**src/rtl/refresh_ctr_pkg.sv**
```systemverilog
package refresh_ctr_pkg;
  typedef enum logic [1:0] {
    RC_HOLD = 2'd0,
    RC_LOAD = 2'd1,
    RC_STEP = 2'd2
  } rc_op_e;
endpackage

```
**src/rtl/refresh_ctr_dec.sv**
```systemverilog
module refresh_ctr_dec
  import refresh_ctr_pkg::*;
(
  input  logic   strobe_i,
  input  logic   opcode_i,
  input  logic   load_i,
  output rc_op_e op_o
);
  // software write has priority over a fetch in the same cycle
  always_comb begin
    if (load_i)                    op_o = RC_LOAD;
    else if (strobe_i && opcode_i) op_o = RC_STEP;
    else                           op_o = RC_HOLD;
  end
endmodule

```
**src/rtl/refresh_ctr_inc.sv**
```systemverilog
module refresh_ctr_inc #(
  parameter int unsigned REG_W = 8
) (
  input  logic [REG_W-1:0] cur_i,
  output logic [REG_W-1:0] nxt_o,
  output logic             carry_o
);
  localparam int unsigned CNT_W = REG_W - 1;

  logic [CNT_W-1:0] field;
  assign field   = cur_i[CNT_W-1:0];
  assign carry_o = &field;
  // top bit bypasses the adder
  assign nxt_o   = {cur_i[REG_W-1], field + CNT_W'(1)};
endmodule

```
**src/rtl/refresh_ctr.sv**
```systemverilog
module refresh_ctr
  import refresh_ctr_pkg::*;
#(
  parameter int unsigned REG_W = 8
) (
  input  logic             clk_i,
  input  logic             rst_ni,
  input  logic             strobe_i,
  input  logic             opcode_i,
  input  logic             load_i,
  input  logic [REG_W-1:0] load_data_i,
  output logic [REG_W-1:0] value_o,
  output logic             wrap_o
);
  rc_op_e           op;
  logic [REG_W-1:0] value_q;
  logic [REG_W-1:0] inc_val;
  logic             inc_carry;
  logic             wrap_q;

  refresh_ctr_dec u_dec (
    .strobe_i (strobe_i),
    .opcode_i (opcode_i),
    .load_i   (load_i),
    .op_o     (op)
  );

  refresh_ctr_inc #(.REG_W(REG_W)) u_inc (
    .cur_i   (value_q),
    .nxt_o   (inc_val),
    .carry_o (inc_carry)
  );

  always_ff @(posedge clk_i or negedge rst_ni) begin
    if (!rst_ni) begin
      value_q <= '0;
      wrap_q  <= 1'b0;
    end else begin
      wrap_q <= (op == RC_STEP) && inc_carry;
      unique case (op)
        RC_LOAD: value_q <= load_data_i;
        RC_STEP: value_q <= inc_val;
        default: value_q <= value_q;
      endcase
    end
  end

  assign value_o = value_q;
  assign wrap_o  = wrap_q;
endmodule

```
**config.mk**
```make
export PLATFORM = sky130hd
export DESIGN_NAME = refresh_ctr
export DESIGN_NICKNAME = d
export VERILOG_FILES = /design/src/rtl/refresh_ctr_pkg.sv /design/src/rtl/refresh_ctr_dec.sv /design/src/rtl/refresh_ctr_inc.sv /design/src/rtl/refresh_ctr.sv
export SDC_FILE = /design/constraint.sdc
export NUM_CORES = 1
export LEC_CHECK = 0
export ABC_CLOCK_PERIOD_IN_PS = 1500
export BUFFER_PORTS_ARGS = -buffer_cell sky130_fd_sc_hd__buf_4
export CAP_MARGIN = 5
export CORE_AREA = 4 4 41 43
export DETAILED_ROUTE_END_ITERATION = 8
export DIE_AREA = 0 0 45 47
export PLACE_DENSITY = 0.68
export SLEW_MARGIN = 40
export SYNTH_ARGS = -nofsm -noshare
export SYNTH_HDL_FRONTEND = slang
export SYNTH_SLANG_ARGS = --single-unit
```
**constraint.sdc**
```tcl
create_clock -name clk_i -period 1.5 [get_ports clk_i]
set_input_delay 0.15 -clock clk_i [delete_from_list [all_inputs] [get_ports clk_i]]
set_output_delay 0.15 -clock clk_i [all_outputs]
set_load 0.01 [all_outputs]
```
==> results of run 1 <==
-- cell usage after synthesis (all sizes together) --
library cell  count
buf               2
dfrtp             9
ha                1
inv               1
mux2              1
mux2i             1
nand2             9
nand3             6
nand4             2
nor2b             4
nor3b             1
o21ai             7
or4               4
xnor2             1
xor2              1
-- metrics by stage --
stage | instances | total power, µW | utilization | hold WS (ns)
final | 89 | 616 | 0.516 | 0.0867
after CTS | 89 | 628 | 0.516 | 0.0804
after global routing | 89 | 658 | 0.516 | 0.0832
after floorplan | 50 | 353 | - | -0.146
after detailed placement | 84 | 430 | 0.488 | -0.0185
after global placement | 84 | 425 | 0.488 | -0.0184
-- logic make-up after synthesis --
logic type,after synthesis,share of synthesized area
AO/OA/AOI/OAI,7,0.0733
multiplexers,2,0.0445
flip-flops,9,0.471
XOR/XNOR,2,0.0367
AND/OR/NAND/NOR,26,0.301
buffers and inverters,3,0.0471
adder cells (fa/ha/maj),1,0.0262
-- path summary, 6_finish.rpt --
check                                       startpoint                      to  slack [ns]  cells after the start
worst min register to register  value_o[7]$_DFFE_PN0P_  value_o[7]$_DFFE_PN0P_        0.51                      1
worst min-delay path                    load_data_i[1]  value_o[1]$_DFFE_PN0P_        0.09                      3
worst max register to register  value_o[1]$_DFFE_PN0P_  value_o[6]$_DFFE_PN0P_        0.12                      4
max in group asynchronous                       rst_ni  value_o[3]$_DFFE_PN0P_        1.12                      2
min in group asynchronous                       rst_ni  value_o[2]$_DFFE_PN0P_        0.24                      2
worst max-delay path            value_o[1]$_DFFE_PN0P_  value_o[6]$_DFFE_PN0P_        0.12                      4
-- cell type report --
cell class,instances,area [µm²]
Fill cell,134,629
Multi-Input combinational cell,38,230
Sequential cell,9,225
Timing Repair Buffer,22,168
Clock buffer,4,26.3
Tap cell,15,18.8
Inverter,1,3.75
-- state kept, by name (all words and copies together), names as in the netlist --
| name | cells |
|---|---|
| value_o | 8 |
| wrap_o | 1 |
-- routing by layer --
metal,up-vias,share of wire,track usage
li1,226,-,-
met3,4,0.11,0.0613
met4,0,0.020,0.0877
met1,205,0.41,0.147
met2,24,0.46,0.195
met5,-,0,0
-- repair_timing --
item                      4_1_cts  5_1_grt
gates resized for setup         0        0
hold endpoints to repair        9        0
hold buffers                    1        0
-- worst max-delay path, delay by kind of cell, from the launching register on --
| kind | cells | cell delay, ns |
|---|---|---|
| AND/OR/NAND/NOR | 3 | 0.72 |
| flip-flops | 1 | 0.41 |
| adder cells (fa/ha/maj) | 1 | 0.18 |
-- power breakdown --
group	internal [µW]	switching [µW]	total, µW
logic	75.1	60.6	136
registers	265	25.7	291
clock network	103	86.5	189
total	443	173	616
==> results.json, run 1 <==
{
  "most-common-layout-cells": "buf_4, nand2_1, dfrtp_1, o21ai_0, nand3_1",
  "power.leakage_uw": 0.000319,
  "io_pins": 22,
  "drtPass1Iterations": 4,
  "worstMarginPinSlew_ns": 0.180,
  "hold_class": "in2reg",
  "fin_ws_ns": 0.121,
  "hold_viol": 0,
  "crit_path_top_delay_cell": "or4_1",
  "start_util": 0.367,
  "cts_sinks": 9,
  "path_clk_slew_ns": 0.06,
  "cp-end-kind": "register",
  "die_h_um": 47,
  "vias": 459,
  "startpoint_type": "register",
  "ctsLongestPathBuffers": 2,
  "postRouteAntennaNets": 0,
  "setup_tns_ns": 0,
  "htree_num_levels": 1,
  "grt_pass1_vias": 426,
  "avgSynthCellArea_um2": 9.56,
  "relSlewSlack": 0.879,
  "wl_um": 1160,
  "ys_types": 17,
  "grt_pass1_wl_um": 1870,
  "ys_seq_area_frac": 0.471,
  "nets": 89,
  "synth_top_cell_by_area": "dfrtp_1",
  "areaGrowthSynthToFinish_pct": 40.6,
  "max_freq_mhz": 725,
  "die-width_um": 45,
  "insertion_delay_ns": 0.26,
  "fin_crit_ns": 1.38,
  "via_per_inst": 5.16,
  "required_ns": 1.70,
  "p_per_area_nw_per_um2": 916,
  "drc": 0,
  "port_buffers": 21,
  "finalClockSkew_ns": 0.00197,
  "dp_hpwl_um": 877,
  "rsz0062_at_grt": "no",
  "maxCapViolCount": 0,
  "post-route-period-util": 0.920,
  "critical_path.max_stage_delay_ns": 0.48,
  "wl_per_cell_um": 13.0,
  "setup_viol": 0,
  "synth_top_area_share": 0.471,
  "num_rows": 13,
  "postCtsSetupBuffers": 0,
  "cts_buffers": 3,
  "core_area_um2": 1300,
  "mostFrequentLayoutCell": "buf_4",
  "routabilityCongestion": 0.684,
  "status": "finished clean",
  "slew_viol_final": 0,
  "syn_area_um2": 478,
  "ys_ff_latch": 9,
  "grt_max_degree": 20,
  "arrival_ns": 1.57,
  "placedInstanceArea_um2": 636,
  "grt_overflow": 0,
  "antenna_found_initial": 0,
  "dp_slack_ns": 0.134,
  "drive_above_1_share": 0.351,
  "synthCells": 50,
  "finalInstanceArea_um2": 672,
  "critPathKind": "reg2reg",
  "drtIter0Drc": 6,
  "cts_tree": "yes",
  "synth_area_leaders": "dfrtp_1, o21ai_0, nand2_1",
  "grtUsageTotal": 0.130,
  "diodes": 0,
  "syn_nets": 64,
  "cp_max_fo": 6,
  "cts-root-buf": "clkbuf_4",
  "synth_warnings": 0,
  "ir_worst_vdd_uv": 421,
  "path_cells": "ha_1 -> nand3_2 -> or4_1 -> nand3_1",
  "design.die.area_um2": 2120
}
Power figures use the tool's default switching activity.
==> inputs of run 2 (changes only) <==
--- a/config.mk
+++ b/config.mk
@@ -11,8 +11,9 @@
 export CORE_AREA = 4 4 41 43
 export DETAILED_ROUTE_END_ITERATION = 8
 export DIE_AREA = 0 0 45 47
-export PLACE_DENSITY = 0.68
+export PLACE_DENSITY = 0.74
 export SLEW_MARGIN = 40
 export SYNTH_ARGS = -nofsm -noshare
 export SYNTH_HDL_FRONTEND = slang
+export SYNTH_HIERARCHICAL = 1
 export SYNTH_SLANG_ARGS = --single-unit
==> results.json, run 2 <==
{
  "critical_path.max_stage_delay_ns": 0.43,
  "finalInstanceArea_um2": 739,
  "ys_ff_latch": 9,
  "cts_tree": "yes",
  "post-route-period-util": 0.891,
  "arrival_ns": 1.52,
  "finalClockSkew_ns": 0.00557,
  "grt_max_degree": 17,
  "p_int_uw": 484,
  "wl_um": 1110,
  "setup_tns_ns": 0,
  "nets": 96,
  "max_freq_mhz": 748,
  "routabilityCongestion": 0.703,
  "drc": 0,
  "postRouteAntennaNets": 0,
  "p_per_area_nw_per_um2": 937,
  "grt_pass1_vias": 468,
  "placedInstanceArea_um2": 703,
  "path_clk_slew_ns": 0.06,
  "hold_class": "in2reg",
  "hold_viol": 0,
  "largest_reg_flops": 8,
  "cts_buffers": 3,
  "switching_share": 0.302,
  "antenna_found_initial": 0,
  "via_per_inst": 4.92,
  "areaGrowthSynthToFinish_pct": 34.6,
  "diodes": 0,
  "synthCells": 56,
  "maxCapViolCount": 0,
  "power.leakage_uw": 0.000354,
  "seqPwrFrac": 0.462,
  "ys_top_cells_by_count": "dfrtp_1, nand2_1, mux2i_1, o21ai_1",
  "crit_path_top_delay_cell": "dfrtp_1",
  "drtIter0Drc": 1,
  "htree_num_levels": 1,
  "r2r_setup_slack_ns": 0.16,
  "p_comb_frac": 0.274,
  "worstMarginPinSlew_ns": 0.240,
  "grt_overflow": 0,
  "cts-root-buf": "clkbuf_4",
  "slew_viol_final": 0,
  "placed_cells": 90,
  "startpoint_type": "register",
  "syn_area_um2": 549,
  "num_rows": 13,
  "synth_flop_cell": "dfrtp_1",
  "vias": 467,
  "most-common-layout-cells": "buf_4, nand2_1, dfrtp_1, mux2i_1, o21ai_1",
  "insertion_delay_ns": 0.25,
  "drive_above_1_share": 0.350,
  "port_buffers": 21,
  "dp_slack_ns": 0.171,
  "wl_per_cell_um": 11.7,
  "setup_viol": 0,
  "required_ns": 1.69,
  "path_cells": "ha_1 -> nand3_2 -> nor2_2 -> xor2_1 -> mux2i_1 -> o21ai_1",
  "ys_types": 17,
  "p_clk_frac": 0.264,
  "dp_hpwl_um": 875,
  "fillCellCount": 135,
  "cp_max_fo": 6,
  "start_util": 0.422,
  "die_h_um": 47,
  "synth_area_leaders": "dfrtp_1, mux2i_1, o21ai_1",
  "synth-edff-count": 0,
  "avgSynthCellArea_um2": 9.81,
  "grt_pass1_wl_um": 1860,
  "rsz0062_at_grt": "no",
  "fin_cells": 95,
  "fin_crit_ns": 1.34,
  "die-width_um": 45,
  "synth_top_area_share": 0.410,
  "cp-end-kind": "register",
  "status": "finished clean",
  "critPathKind": "reg2reg",
  "async_flop_share": 1.00,
  "relSlewSlack": 0.840,
  "ir_worst_vdd_uv": 522,
  "ys_seq_area_frac": 0.410,
  "fin_ws_ns": 0.163,
  "synth_top_cell_by_area": "dfrtp_1",
  "core_area_um2": 1300,
  "fin_util": 0.568,
  "synth_warnings": 6,
  "p_switching_uw": 209,
  "design.die.area_um2": 2120,
  "grtUsageTotal": 0.123,
  "ctsLongestPathBuffers": 2,
  "cts_sinks": 9,
  "mostFrequentLayoutCell": "buf_4",
  "drtPass1Iterations": 2,
  "io_pins": 22,
  "syn_nets": 71
}
run 2: cell count changes after synthesis, sizes merged, moves of 2 or more:
cell,change
nor2b,-4
nor2,+2
nand4,-2
mux2i,+7
nand3,-2
buf,+2
or4,-4
xnor2,+2
run 2: routing by layer:
layer | share of wire | GRT usage | vias to the layer above
met4 | 0 | 0.0526 | 0
met3 | 0.065 | 0.0345 | 0
met5 | 0 | 0 | -
met1 | 0.45 | 0.140 | 219
met2 | 0.49 | 0.215 | 13
li1 | - | - | 235
run 2: logic make-up (layout without fill, tap and decap cells):
group / count (synthesis) / count (layout) / synth area share
compound gates: 8 / 8 / 0.0729
simple gates: 18 / 18 / 0.164
fa+ha+maj: 2 / 2 / 0.0456
xor+xnor: 5 / 5 / 0.0797
flops: 9 / 9 / 0.410
buf+inv: 6 / 30 / 0.0820
mux: 8 / 8 / 0.146
run 2: per-stage QoR:
stage	total power [µW]	hold WS, ns
6_report	693	0.165
2_1_floorplan	426	-0.146
4_1_cts	705	0.164
5_1_grt	743	0.159
3_5_place_dp	515	-0.0186
3_3_place_gp	511	-0.0188
run 2: final cells by class:
class	count	area (µm²)	share of cell area
well taps	15	18.8	0.0254
inverters	2	7.51	0.0102
clock buffers	4	26.3	0.0355
flip-flops and latches	9	225	0.305
multi-input cells	41	279	0.377
repair buffers	24	183	0.247
run 2: timing repair:
item | CTS | global route
hold buffers | 1 | 0
hold endpoints to repair | 9 | 0
endpoints found under the setup margin | 0 | 0
resized for setup | 0 | 0
buffers inserted | 0 | 0
run 2: final timing paths:
path / start / endpoint / cells after the start
max: value_o[0]$_DFFE_PN0P_ / value_o[6]$_DFFE_PN0P_ / 6
min reg2reg: value_o[7]$_DFFE_PN0P_ / value_o[7]$_DFFE_PN0P_ / 2
min: load_data_i[6] / value_o[6]$_DFFE_PN0P_ / 3
min in group asynchronous: rst_ni / value_o[4]$_DFFE_PN0P_ / 2
max in group asynchronous: rst_ni / value_o[1]$_DFFE_PN0P_ / 2
max reg2reg: value_o[0]$_DFFE_PN0P_ / value_o[6]$_DFFE_PN0P_ / 6
run 2: power by group through the flow:
stage / clock network, µW / logic (µW) / registers (µW)
after global routing: 204 / 211 / 328
after CTS: 192 / 194 / 320
after global placement: 0 / 190 / 322
final: 183 / 190 / 320
after floorplan: 0 / 94.8 / 331
after detailed placement: 0 / 191 / 324
run 2: critical path: cells and delay by family (launching register included):
family                   cells  cell delay, ns
multiplexers                 1            0.09
adder cells (fa/ha/maj)      1            0.23
flip-flops                   1            0.43
XOR/XNOR                     1            0.15
AND/OR/NAND/NOR              2            0.26
AO/OA/AOI/OAI                1            0.11
